[config.mk]
export PLATFORM = sky130hd
export DESIGN_NAME = ct_pair
export DESIGN_NICKNAME = d
export VERILOG_FILES = /design/src/rtl/ct_pkg.sv /design/src/rtl/ct_prescale.sv /design/src/rtl/ct_edge.sv /design/src/rtl/ct_core.sv /design/src/rtl/ct_pair.sv
export SDC_FILE = /design/constraint.sdc
export NUM_CORES = 1
export LEC_CHECK = 0
export BUFFER_PORTS_ARGS = -buffer_cell sky130_fd_sc_hd__buf_2
export CORE_ASPECT_RATIO = 0.7
export CORE_UTILIZATION = 50
export CTS_CLUSTER_SIZE = 20
export DETAILED_ROUTE_END_ITERATION = 12
export GPL_TIMING_DRIVEN = 0
export PLACE_DENSITY = 0.68
export SLEW_MARGIN = 5
export SYNTH_ARGS = -nofsm -noshare
export SYNTH_HDL_FRONTEND = slang
export SYNTH_SLANG_ARGS = --single-unit
[constraint.sdc]
create_clock -name clk -period 2.4 [get_ports clk]
set_input_delay 0.36 -clock clk [delete_from_list [all_inputs] [get_ports clk]]
set_output_delay 0.36 -clock clk [all_outputs]
set_load 0.005 [all_outputs]
[src/rtl/ct_pkg.sv]
// Package: shared types and register map constants for the dual counter/timer.
// Assumes: an 8-bit register port with a 3-bit address.
package ct_pkg;
    localparam int BYTE_W = 8;
    localparam int ADDR_W = 3;
    localparam int NTMR   = 2;

    typedef logic [BYTE_W-1:0] byte_t;

    typedef enum logic [1:0] {
        MODE_13     = 2'b00,
        MODE_16     = 2'b01,
        MODE_RELOAD = 2'b10,
        MODE_SPLIT  = 2'b11
    } tmode_e;

    typedef struct packed {
        logic   gate;
        logic   ext;
        tmode_e mode;
    } tcfg_t;

    localparam logic [ADDR_W-1:0] A_CFG  = 3'd0;
    localparam logic [ADDR_W-1:0] A_CTL  = 3'd1;
    localparam logic [ADDR_W-1:0] A_RATE = 3'd2;
    localparam logic [ADDR_W-1:0] A_T0LO = 3'd4;
    localparam logic [ADDR_W-1:0] A_T0HI = 3'd5;
    localparam logic [ADDR_W-1:0] A_T1LO = 3'd6;
    localparam logic [ADDR_W-1:0] A_T1HI = 3'd7;

    // control register: run bit of timer i at 4+2i, flag at 5+2i
    localparam int CTL_BASE = 4;
endpackage

[src/rtl/ct_prescale.sv]
// Module: free-running clock divider.
// Produces a one-cycle pulse every DIV clocks. Assumes DIV >= 2.
module ct_prescale #(
    parameter int DIV = 12
) (
    input  logic clk,
    input  logic rst_n,
    output logic tick
);
    localparam int PW = (DIV > 1) ? $clog2(DIV) : 1;
    localparam logic [PW-1:0] LAST = PW'(DIV - 1);

    logic [PW-1:0] cnt_q;

    // Wrap the divider count at DIV-1.
    always_ff @(posedge clk) begin
        if (!rst_n)           cnt_q <= '0;
        else if (cnt_q == LAST) cnt_q <= '0;
        else                  cnt_q <= cnt_q + 1'b1;
    end

    assign tick = (cnt_q == LAST);
endmodule

[src/rtl/ct_edge.sv]
// Module: synchronizer and falling-edge detector for N asynchronous pins.
// Two flops resynchronize each pin. A third flop holds the previous sample,
// so a fall is flagged when the previous sample is high and the current one is low.
module ct_edge #(
    parameter int N = 2
) (
    input  logic         clk,
    input  logic         rst_n,
    input  logic [N-1:0] pin,
    output logic [N-1:0] fall
);
    logic [N-1:0] s1_q, s2_q, s3_q;

    // Shift the pin samples through the synchronizer and history stages.
    always_ff @(posedge clk) begin
        if (!rst_n) begin
            s1_q <= '0;
            s2_q <= '0;
            s3_q <= '0;
        end else begin
            s1_q <= pin;
            s2_q <= s1_q;
            s3_q <= s2_q;
        end
    end

    assign fall = s3_q & ~s2_q;
endmodule

[src/rtl/ct_core.sv]
// Module: one timer's count byte pair and its four count structures.
// inc_main advances the main counter and inc_aux the split-mode high byte.
// A byte write in the same cycle replaces the byte and cancels that advance.
// With SPLIT_OK = 0, mode 11 holds the count.
module ct_core
    import ct_pkg::*;
#(
    parameter bit SPLIT_OK = 1'b1
) (
    input  logic   clk,
    input  logic   rst_n,
    input  tmode_e mode,
    input  logic   inc_main,
    input  logic   inc_aux,
    input  logic   wr_lo,
    input  logic   wr_hi,
    input  byte_t  wr_data,
    output byte_t  cnt_lo,
    output byte_t  cnt_hi,
    output logic   ovf_main,
    output logic   ovf_aux
);
    byte_t lo_n, hi_n;
    logic  step_main;

    assign step_main = inc_main && !wr_lo && !wr_hi;

    // Next-count selection for the current structure, writes last.
    always_comb begin
        lo_n     = cnt_lo;
        hi_n     = cnt_hi;
        ovf_main = 1'b0;
        ovf_aux  = 1'b0;
        unique case (mode)
            MODE_13: begin
                if (step_main) begin
                    if (cnt_lo[4:0] == 5'h1F) begin
                        lo_n[4:0] = 5'h00;
                        hi_n      = cnt_hi + 8'd1;
                        ovf_main  = (cnt_hi == 8'hFF);
                    end else begin
                        lo_n[4:0] = cnt_lo[4:0] + 5'd1;
                    end
                end
            end
            MODE_16: begin
                if (step_main) begin
                    {hi_n, lo_n} = {cnt_hi, cnt_lo} + 16'd1;
                    ovf_main     = (cnt_hi == 8'hFF) && (cnt_lo == 8'hFF);
                end
            end
            MODE_RELOAD: begin
                if (step_main) begin
                    if (cnt_lo == 8'hFF) begin
                        lo_n     = cnt_hi;
                        ovf_main = 1'b1;
                    end else begin
                        lo_n = cnt_lo + 8'd1;
                    end
                end
            end
            MODE_SPLIT: begin
                if (SPLIT_OK) begin
                    if (inc_main && !wr_lo) begin
                        lo_n     = cnt_lo + 8'd1;
                        ovf_main = (cnt_lo == 8'hFF);
                    end
                    if (inc_aux && !wr_hi) begin
                        hi_n    = cnt_hi + 8'd1;
                        ovf_aux = (cnt_hi == 8'hFF);
                    end
                end
            end
            default: ;
        endcase
        if (wr_lo) lo_n = wr_data;
        if (wr_hi) hi_n = wr_data;
    end

    // Register the count bytes.
    always_ff @(posedge clk) begin
        if (!rst_n) begin
            cnt_lo <= '0;
            cnt_hi <= '0;
        end else begin
            cnt_lo <= lo_n;
            cnt_hi <= hi_n;
        end
    end
endmodule

[src/rtl/ct_pair.sv]
// Module: top of the dual multi-mode counter/timer.
// Holds the configuration, control and rate registers, forms each timer's
// advance enable from run, gate, source and rate, and owns the overflow flags.
// Assumes irq_pin and irq_ack are synchronous to clk. evt_pin may be asynchronous.
module ct_pair
    import ct_pkg::*;
#(
    parameter int PRESCALE = 12
) (
    input  logic                 clk,
    input  logic                 rst_n,
    input  logic                 wr_en,
    input  logic [ADDR_W-1:0]    wr_addr,
    input  logic [BYTE_W-1:0]    wr_data,
    input  logic [ADDR_W-1:0]    rd_addr,
    output logic [BYTE_W-1:0]    rd_data,
    input  logic [NTMR-1:0]      irq_pin,
    input  logic [NTMR-1:0]      evt_pin,
    input  logic [NTMR-1:0]      irq_ack,
    output logic [NTMR-1:0]      ovf_flag
);
    byte_t           mode_r;
    logic [NTMR-1:0] tr_r, tf_r, fast_r;
    logic [NTMR-1:0] tf_set, evt_fall, base_tick, src_tick, run;
    tcfg_t           cfg [NTMR];
    logic            pre_tick, split;
    logic            t0_wr_lo, t0_wr_hi, t1_wr_lo, t1_wr_hi, t0_wr, t1_wr;
    byte_t           t0_lo, t0_hi, t1_lo, t1_hi;
    logic            t0_ovf, t0_ovf_aux, t1_ovf, t1_ovf_aux;

    ct_prescale #(.DIV(PRESCALE)) u_pre (
        .clk(clk), .rst_n(rst_n), .tick(pre_tick)
    );

    ct_edge #(.N(NTMR)) u_edge (
        .clk(clk), .rst_n(rst_n), .pin(evt_pin), .fall(evt_fall)
    );

    // Per-timer configuration decode and tick qualification.
    for (genvar i = 0; i < NTMR; i++) begin : g_tick
        assign cfg[i]       = tcfg_t'(mode_r[4*i +: 4]);
        assign base_tick[i] = fast_r[i] | pre_tick;
        assign src_tick[i]  = cfg[i].ext ? evt_fall[i] : base_tick[i];
        assign run[i]       = tr_r[i] & (~cfg[i].gate | irq_pin[i]);
    end

    assign split    = (cfg[0].mode == MODE_SPLIT);
    assign t0_wr_lo = wr_en && (wr_addr == A_T0LO);
    assign t0_wr_hi = wr_en && (wr_addr == A_T0HI);
    assign t1_wr_lo = wr_en && (wr_addr == A_T1LO);
    assign t1_wr_hi = wr_en && (wr_addr == A_T1HI);
    assign t0_wr    = t0_wr_lo | t0_wr_hi;
    assign t1_wr    = t1_wr_lo | t1_wr_hi;

    ct_core #(.SPLIT_OK(1'b1)) u_t0 (
        .clk(clk), .rst_n(rst_n), .mode(cfg[0].mode),
        .inc_main(run[0] & src_tick[0]),
        .inc_aux(tr_r[1] & base_tick[0]),
        .wr_lo(t0_wr_lo), .wr_hi(t0_wr_hi), .wr_data(wr_data),
        .cnt_lo(t0_lo), .cnt_hi(t0_hi),
        .ovf_main(t0_ovf), .ovf_aux(t0_ovf_aux)
    );

    ct_core #(.SPLIT_OK(1'b0)) u_t1 (
        .clk(clk), .rst_n(rst_n), .mode(cfg[1].mode),
        .inc_main(run[1] & src_tick[1] & ~split),
        .inc_aux(1'b0),
        .wr_lo(t1_wr_lo), .wr_hi(t1_wr_hi), .wr_data(wr_data),
        .cnt_lo(t1_lo), .cnt_hi(t1_hi),
        .ovf_main(t1_ovf), .ovf_aux(t1_ovf_aux)
    );

    assign tf_set[0] = t0_ovf;
    assign tf_set[1] = split ? t0_ovf_aux : t1_ovf;

    // Configuration, run and rate registers loaded from the write port.
    always_ff @(posedge clk) begin
        if (!rst_n) begin
            mode_r <= '0;
            tr_r   <= '0;
            fast_r <= '0;
        end else if (wr_en) begin
            if (wr_addr == A_CFG)  mode_r <= wr_data;
            if (wr_addr == A_RATE) fast_r <= wr_data[NTMR-1:0];
            if (wr_addr == A_CTL)
                for (int i = 0; i < NTMR; i++) tr_r[i] <= wr_data[CTL_BASE + 2*i];
        end
    end

    // Overflow flags: hardware set, then acknowledge, then software clear.
    always_ff @(posedge clk) begin
        if (!rst_n) begin
            tf_r <= '0;
        end else begin
            for (int i = 0; i < NTMR; i++) begin
                if (tf_set[i])
                    tf_r[i] <= 1'b1;
                else if (irq_ack[i])
                    tf_r[i] <= 1'b0;
                else if (wr_en && (wr_addr == A_CTL) && !wr_data[CTL_BASE + 2*i + 1])
                    tf_r[i] <= 1'b0;
            end
        end
    end

    // Read-back multiplexer.
    always_comb begin
        rd_data = '0;
        unique case (rd_addr)
            A_CFG:   rd_data = mode_r;
            A_CTL:   rd_data = {tf_r[1], tr_r[1], tf_r[0], tr_r[0], 4'b0000};
            A_RATE:  rd_data = {{(BYTE_W-NTMR){1'b0}}, fast_r};
            A_T0LO:  rd_data = t0_lo;
            A_T0HI:  rd_data = t0_hi;
            A_T1LO:  rd_data = t1_lo;
            A_T1HI:  rd_data = t1_hi;
            default: rd_data = '0;
        endcase
    end

    assign ovf_flag = tf_r;
endmodule

Yosys cells after proc, flatten, opt, wreduce, memory -nomap -nowiden
Index checks and enable logic that the tools add are counted.
{"block": "word_totals", "input_bits": 23, "wordCells": 171, "out_inout_bits": 10, "ff_bits": 56}
{"block": "op_classes", "mux": 52, "addsub": 9, "n_reduce_logical": 41, "n_eq_ne": 38, "n_bitwise": 16}
{"operator": "two-way mux 8 bit", "n": 18}
{"operator": "one-hot mux 8 bit (7 select lines)", "n": 1}
{"operator": "inequality test 3 x 1 -> 1 bit (second input constant)", "n": 14}
{"operator": "adder 16 x 1 -> 16 bit (second input constant)", "n": 2}
{"operator": "adder 8 x 1 -> 8 bit (second input constant)", "n": 4}
{"operator": "equality test 8 bit (second input constant)", "n": 4}
{"operator": "equality test 3 bit (second input constant)", "n": 8}
{"operator": "one-hot mux 8 bit (3 select lines)", "n": 1}
{"operator": "two-way mux 1 bit", "n": 21}
{"operator": "two-way mux 5 bit", "n": 4}
{"operator": "one-hot mux 5 bit (4 select lines)", "n": 1}
{"operator": "one-hot mux 8 bit (2 select lines)", "n": 1}
{"operator": "AND reduction 4 bit", "n": 4}
{"operator": "one-hot mux 5 bit (3 select lines)", "n": 1}
{"operator": "logical AND 1 bit", "n": 14}
{"operator": "nonzero test 3 bit", "n": 4}
{"operator": "nonzero test 4 bit", "n": 3}
{"operator": "adder 5 x 1 -> 5 bit (second input constant)", "n": 2}
{"operator": "equality test 5 bit (second input constant)", "n": 2}
{"operator": "one-hot mux 3 bit (3 select lines)", "n": 1}
{"operator": "AND 1 bit", "n": 6}
{"operator": "equality test 2 bit (second input constant)", "n": 3}
{"operator": "equality test 3 x 1 -> 1 bit (second input constant)", "n": 2}
{"operator": "equality test 3 x 2 -> 1 bit (second input constant)", "n": 2}
{"operator": "other kinds (17)", "n": 33}

Depth between registers and ports, before layout
{"block": "depth", "word_depth": 11, "depth_mapped": 9, "mapped_depth_nobuf": 9}

Modules after synthesis
A second synthesis with hierarchy kept.
{"block": "hier_totals", "cells_unflattened": 507, "hier_area_um2": 4126.5}
{"module": "ct_core at u_t0", "cells_each": 177, "area_per_inst_um2": 1385.1, "seq_area_each_um2": 320.3, "n_inst": 1}
{"module": "ct_core at u_t1", "cells_each": 171, "area_per_inst_um2": 1301.2, "seq_area_each_um2": 320.3, "n_inst": 1}
{"module": "ct_pair", "cells_each": 128, "area_per_inst_um2": 1098.6, "seq_area_each_um2": 280.3, "n_inst": 1}
{"module": "ct_prescale", "cells_each": 17, "area_per_inst_um2": 171.4, "seq_area_each_um2": 80.1, "n_inst": 1}
{"module": "ct_edge", "cells_each": 14, "area_per_inst_um2": 170.2, "seq_area_each_um2": 120.1, "n_inst": 1}

Least setup slack after synthesis
No wires, ideal clock.
{"block": "synth_timing", "path_kind": "register to register", "startpoint": "register u_t1.cnt_lo[0]", "endpoint": "register u_t1.cnt_hi[6]", "path_buffers": 0, "setup_time_ps": 132, "arrival_time_ps": 2078, "required_ps": 2268, "stages_incl_launch_ff": 10, "period_less_slack_ps": 2210, "path_slack_ps": 190, "cell_sequence": "dfxtp_1 > ha_1 > and3_1 > ha_1 > mux2i_1 > a2111oi_2 > o211ai_2 > nor3_2 > xnor2_1 > a21oi_1"}
{"block": "synth_between", "elab_chain_len": 4, "word_cells_on_any_way": 7, "cone_classes": "add/sub: 1; eq/ne: 2; mux: 3; reduce/logical: 1"}
{"item": "start: declaration", "line": "ct_core.sv:18", "rtl": "output byte_t cnt_lo,"}
{"item": "start signal: assignment", "line": "ct_core.sv:86", "rtl": "cnt_lo <= lo_n;"}
{"item": "adder 16 x 1 -> 16 bit", "line": "ct_core.sv:48", "rtl": "{hi_n, lo_n} = {cnt_hi, cnt_lo} + 16'd1;"}
{"item": "two-way mux 8 bit", "line": "ct_core.sv:47", "rtl": "if (step_main) begin"}
{"item": "one-hot mux 8 bit (2 select lines)", "line": "ct_core.sv:34", "rtl": "unique case (mode)"}
{"item": "two-way mux 8 bit", "line": "ct_core.sv:77", "rtl": "if (wr_hi) hi_n = wr_data;"}
{"item": "end signal: assignment", "line": "ct_core.sv:87", "rtl": "cnt_hi <= hi_n;"}
{"item": "end: declaration", "line": "ct_core.sv:19", "rtl": "output byte_t cnt_hi,"}
Several ways; a longest one is shown, not always the timed one. The select of a mux whose other input is x is not followed.
A chain may end at the register's enable or synchronous reset.

Worst setup path in the final report
{"block": "layout_timing", "startpoint": "register u_t0.cnt_lo[0]", "endpoint": "register u_t0.cnt_hi[6]"}
{"block": "layout_between", "elab_chain_len": 4, "word_cells_on_any_way": 7, "cone_classes": "add/sub: 1; eq/ne: 2; mux: 3; reduce/logical: 1"}
{"item": "start: declaration", "line": "ct_core.sv:18"}
{"item": "start signal: assignment", "line": "ct_core.sv:86"}
{"item": "adder 16 x 1 -> 16 bit", "line": "ct_core.sv:48"}
{"item": "two-way mux 8 bit", "line": "ct_core.sv:47"}
{"item": "one-hot mux 8 bit (3 select lines)", "line": "ct_core.sv:34"}
{"item": "two-way mux 8 bit", "line": "ct_core.sv:77"}
{"item": "end signal: assignment", "line": "ct_core.sv:87"}
{"item": "end: declaration", "line": "ct_core.sv:19"}
Several ways; a longest one is shown, not always the timed one. The select of a mux whose other input is x is not followed.

==> qor.csv <==
stage,metric,value,unit
routing,overall via count from detail_route,4293,
critical_path,critical path capture point type,flip-flop,
timing,slew at the pin with the worst max-slew slack,1010,ps
critical_path,"Data arrival, critical path",2570,ps
timing,setup clock skew after layout,5.350,ps
clock_network,clock latency of the later-clocked register in the worst-skew pair,300,ps
synth,area share of the largest cell type after synthesis,0.2687,
routing,initial drt markers,407,
floorplan,count of boundary I/O pins,33,
critical_path,Critical Path Fanout Max,6,
synth,"Warnings, synthesis",0,
min_path,min-delay worst type,primary input to flip-flop,
finish,number of filler instances in the final layout,751,
placement,total instance count after detailed placement,648,
floorplan,Die X-Extent,111.2,um
synth,cell types occupying the most area after synthesis,"sky130_fd_sc_hd__dfxtp_1, sky130_fd_sc_hd__nand2_1, sky130_fd_sc_hd__ha_1",
flow_run,count of max-cap constraint violations,0,
synth,Synth Register Bits,56,
synth,cell taking the most area after synthesis,sky130_fd_sc_hd__dfxtp_1,
timing,Hold Fails Final Rpt,0,
global_routing,via count of the first global-routing pass,3831,
timing,final-report setup violation count,0,
clock_network,CTS sink count,56,
timing,final sum of negative setup slack,0,ps
critical_path,Setup Crit Path Kind,flip-flop to flip-flop,
floorplan,Initial Utilization,0.5232,
power_and_ir_drop,power density over cell area,445.8,nW/um2
timing,final worst setup slack,60.69,ps
global_routing,number of antenna violations at the first check in global routing,0,
synth,ranking of synthesized cells by instance count,"sky130_fd_sc_hd__nand2_1, sky130_fd_sc_hd__dfxtp_1, sky130_fd_sc_hd__o21ai_0",
finish,end-of-flow core utilization,0.5874,
placement,GP Congestion,0.9969,
finish,fraction of final layout cells with drive strength greater than 1,0.1490,
clock_network,cell at the root of the clock tree,sky130_fd_sc_hd__clkbuf_16,
clock_network,clock input transition at the sequential cells of the worst setup and hold paths,70,ps
synth,Syn Std Cell Area,4172,um2
placement,count of input and output buffers,26,
clock_network,CTS H-tree depth,2,
placement,placement-stage cell area,4428,um2
floorplan,Floorplan Core Area,7973,um2
global_routing,global-route wire length before repair,21.25,mm
placement,Setup Slack @ Placement,-421.4,ps
routing,post-route antenna net violation count,0,
routing,DR pass1 iterations,5,
synth,main flop type after synthesis,sky130_fd_sc_hd__dfxtp_1,
clock_network,number of buffers on the longest clock path,2,
status,status,completed,
power_and_ir_drop,cell leakage power,1.685,nW
synth,"EDFF count, synth",0,
finish,number of nets in the layout,595,
synth,Mapped Nets,559,
critical_path,required time of the critical path,2630,ps
synth,count of mapped cells out of synthesis,521,
floorplan,height of the die,78.42,um
timing,share of the clock period used by the worst path,0.9747,
synth,most repeated cell in the gate-level netlist after synthesis,sky130_fd_sc_hd__nand2_1,
timing,worst slew margin relative to its limit,0.3215,
global_routing,total global-route track usage,0.3251,
clock_network,# hold bufs at CTS,0,
routing,routed wire length,14.02,mm
finish,area growth from synthesis to layout,12.27,%
synth,share of synthesized registers carrying an async set or reset,0,
routing,vias per std cell,6.514,
critical_path,Critical Path Start Type,flip-flop,
global_routing,pin count of the biggest net entering global routing,16,
timing,setup repair after global routing missed its margin,yes,
timing,Peak Freq,427.5,MHz
synth,post-synthesis sequential area ratio,0.2687,
power_and_ir_drop,worst IR drop on VDD,0.2572,mV
synth,distinct cell type count of the synthesized netlist,73,
clock_network,TritonCTS Buffers,5,
clock_network,clock tree from TritonCTS,built,
floorplan,Rows,27,
routing,DRC viols,0,
synth,mean instance size in the synthesized netlist,8.007,um2
global_routing,total congestion overflow after global routing,0,
timing,"Min Clock Period, post-route",2339,ps
timing,final slew viol count,0,
finish,Layout Cell Area excl Fill,4683,um2
placement,half-perimeter wire length of the detailed placement result,10.44,mm
finish,final std cells w/o fill,659,
floorplan,DIE AREA,8718,um2
routing,average wire per cell in the routed design,21.27,um
through the flow:
stage	total power, W	hold WS [ps]
final	0.002088	233.7
after global routing	0.002153	248.1
after CTS	0.002075	235.9
after detailed placement	0.001301	420.4
after global placement	0.001294	420.2
after floorplan	0.001194	411.9
registers in the layout (all words and copies together) (netlist names):
| name | count |
|---|---|
| mode_r | 8 |
| u_t0.cnt_hi | 8 |
| u_t0.cnt_lo | 8 |
| u_t1.cnt_hi | 8 |
| u_t1.cnt_lo | 8 |
| u_pre.cnt_q | 4 |
| fast_r | 2 |
| ovf_flag | 2 |
| tr_r | 2 |
| u_edge.s1_q | 2 |
| u_edge.s2_q | 2 |
| u_edge.s3_q | 2 |
layout by cell type, fill, tap and decap left out, drive strengths merged, types with 13 or more instances in the layout:
cell type / n
nor2: 33
clkbuf: 28
a21boi: 17
inv: 16
nand3: 18
o21ai: 41
buf: 38
dfxtp: 56
a21oi: 27
ha: 15
nor3: 13
nand2: 70
worst max-delay path: stages (launching register included):
cell and delay (ps):
sky130_fd_sc_hd__dfxtp_1 470, sky130_fd_sc_hd__ha_2 270, sky130_fd_sc_hd__and3_1 170, sky130_fd_sc_hd__ha_2 260, sky130_fd_sc_hd__a21boi_1 160, sky130_fd_sc_hd__a211oi_4 290, sky130_fd_sc_hd__nand3_2 150, sky130_fd_sc_hd__or3_1 330
sky130_fd_sc_hd__a31oi_1 160
report_power, final:
part / switching (W) / internal (W) / leakage (nW)
sequential: 0.0000460 / 0.000958 / 0.456
clock: 0.000352 / 0.000440 / 0.0760
combinational: 0.000181 / 0.000111 / 1.15
total: 0.000579 / 0.00151 / 1.69
metal layers:
metal | track usage | vias up | share of wire
li1 | - | 1981 | -
met1 | 0.4587 | 1997 | 0.44
met2 | 0.4669 | 268 | 0.41
met3 | 0.09961 | 47 | 0.12
met4 | 0.1081 | 0 | 0.029
met5 | 0 | - | 0
layout make-up:
| type | count | area (um2) | share of cell area |
|---|---|---|---|
| Sequential cell | 56 | 1126 | 0.2404 |
| Timing Repair Buffer | 29 | 152.6 | 0.03259 |
| Antenna cell | 1 | 2.502 | 0.0005343 |
| Multi-Input combinational cell | 419 | 2927 | 0.6249 |
| Inverter | 16 | 60.06 | 0.01282 |
| Tap cell | 101 | 126.4 | 0.02698 |
| Buffer | 30 | 136.4 | 0.02912 |
| Clock buffer | 7 | 152.6 | 0.03259 |
final timing paths:
| kind | startpoint | endpoint | cells after the start | slack [ps] |
|---|---|---|---|---|
| setup / recovery | u_t0.cnt_lo[0] | u_t0.cnt_hi[6] | 8 | 60 |
| hold reg to reg | u_edge.s1_q[1] | u_edge.s2_q[1] | 1 | 440 |
| hold / removal | irq_ack[0] | ovf_flag[0] | 2 | 230 |
| setup reg to reg | u_t0.cnt_lo[0] | u_t0.cnt_hi[6] | 8 | 60 |
cell families (layout without fill, tap and decap cells):
| logic type | Yosys count | in the layout | synth area share |
|---|---|---|---|
| adders and majority gates | 15 | 15 | 0.04499 |
| other | 0 | 1 | 0 |
| DFF | 56 | 56 | 0.2687 |
| buffers and inverters | 46 | 82 | 0.04559 |
| xor gates and xnor gates | 21 | 21 | 0.04409 |
| muxes | 20 | 20 | 0.06119 |
| AOI/OAI and AO/OA | 159 | 159 | 0.2781 |
| and+or+nand+nor | 204 | 204 | 0.2574 |
timing repair:
action | CTS | global route
pin swaps | 3 | 1
buffers inserted | 2 | 1
gates resized for setup | 6 | 13
setup endpoints to repair | 13 | 17
(Power assumes the default switching activity.)
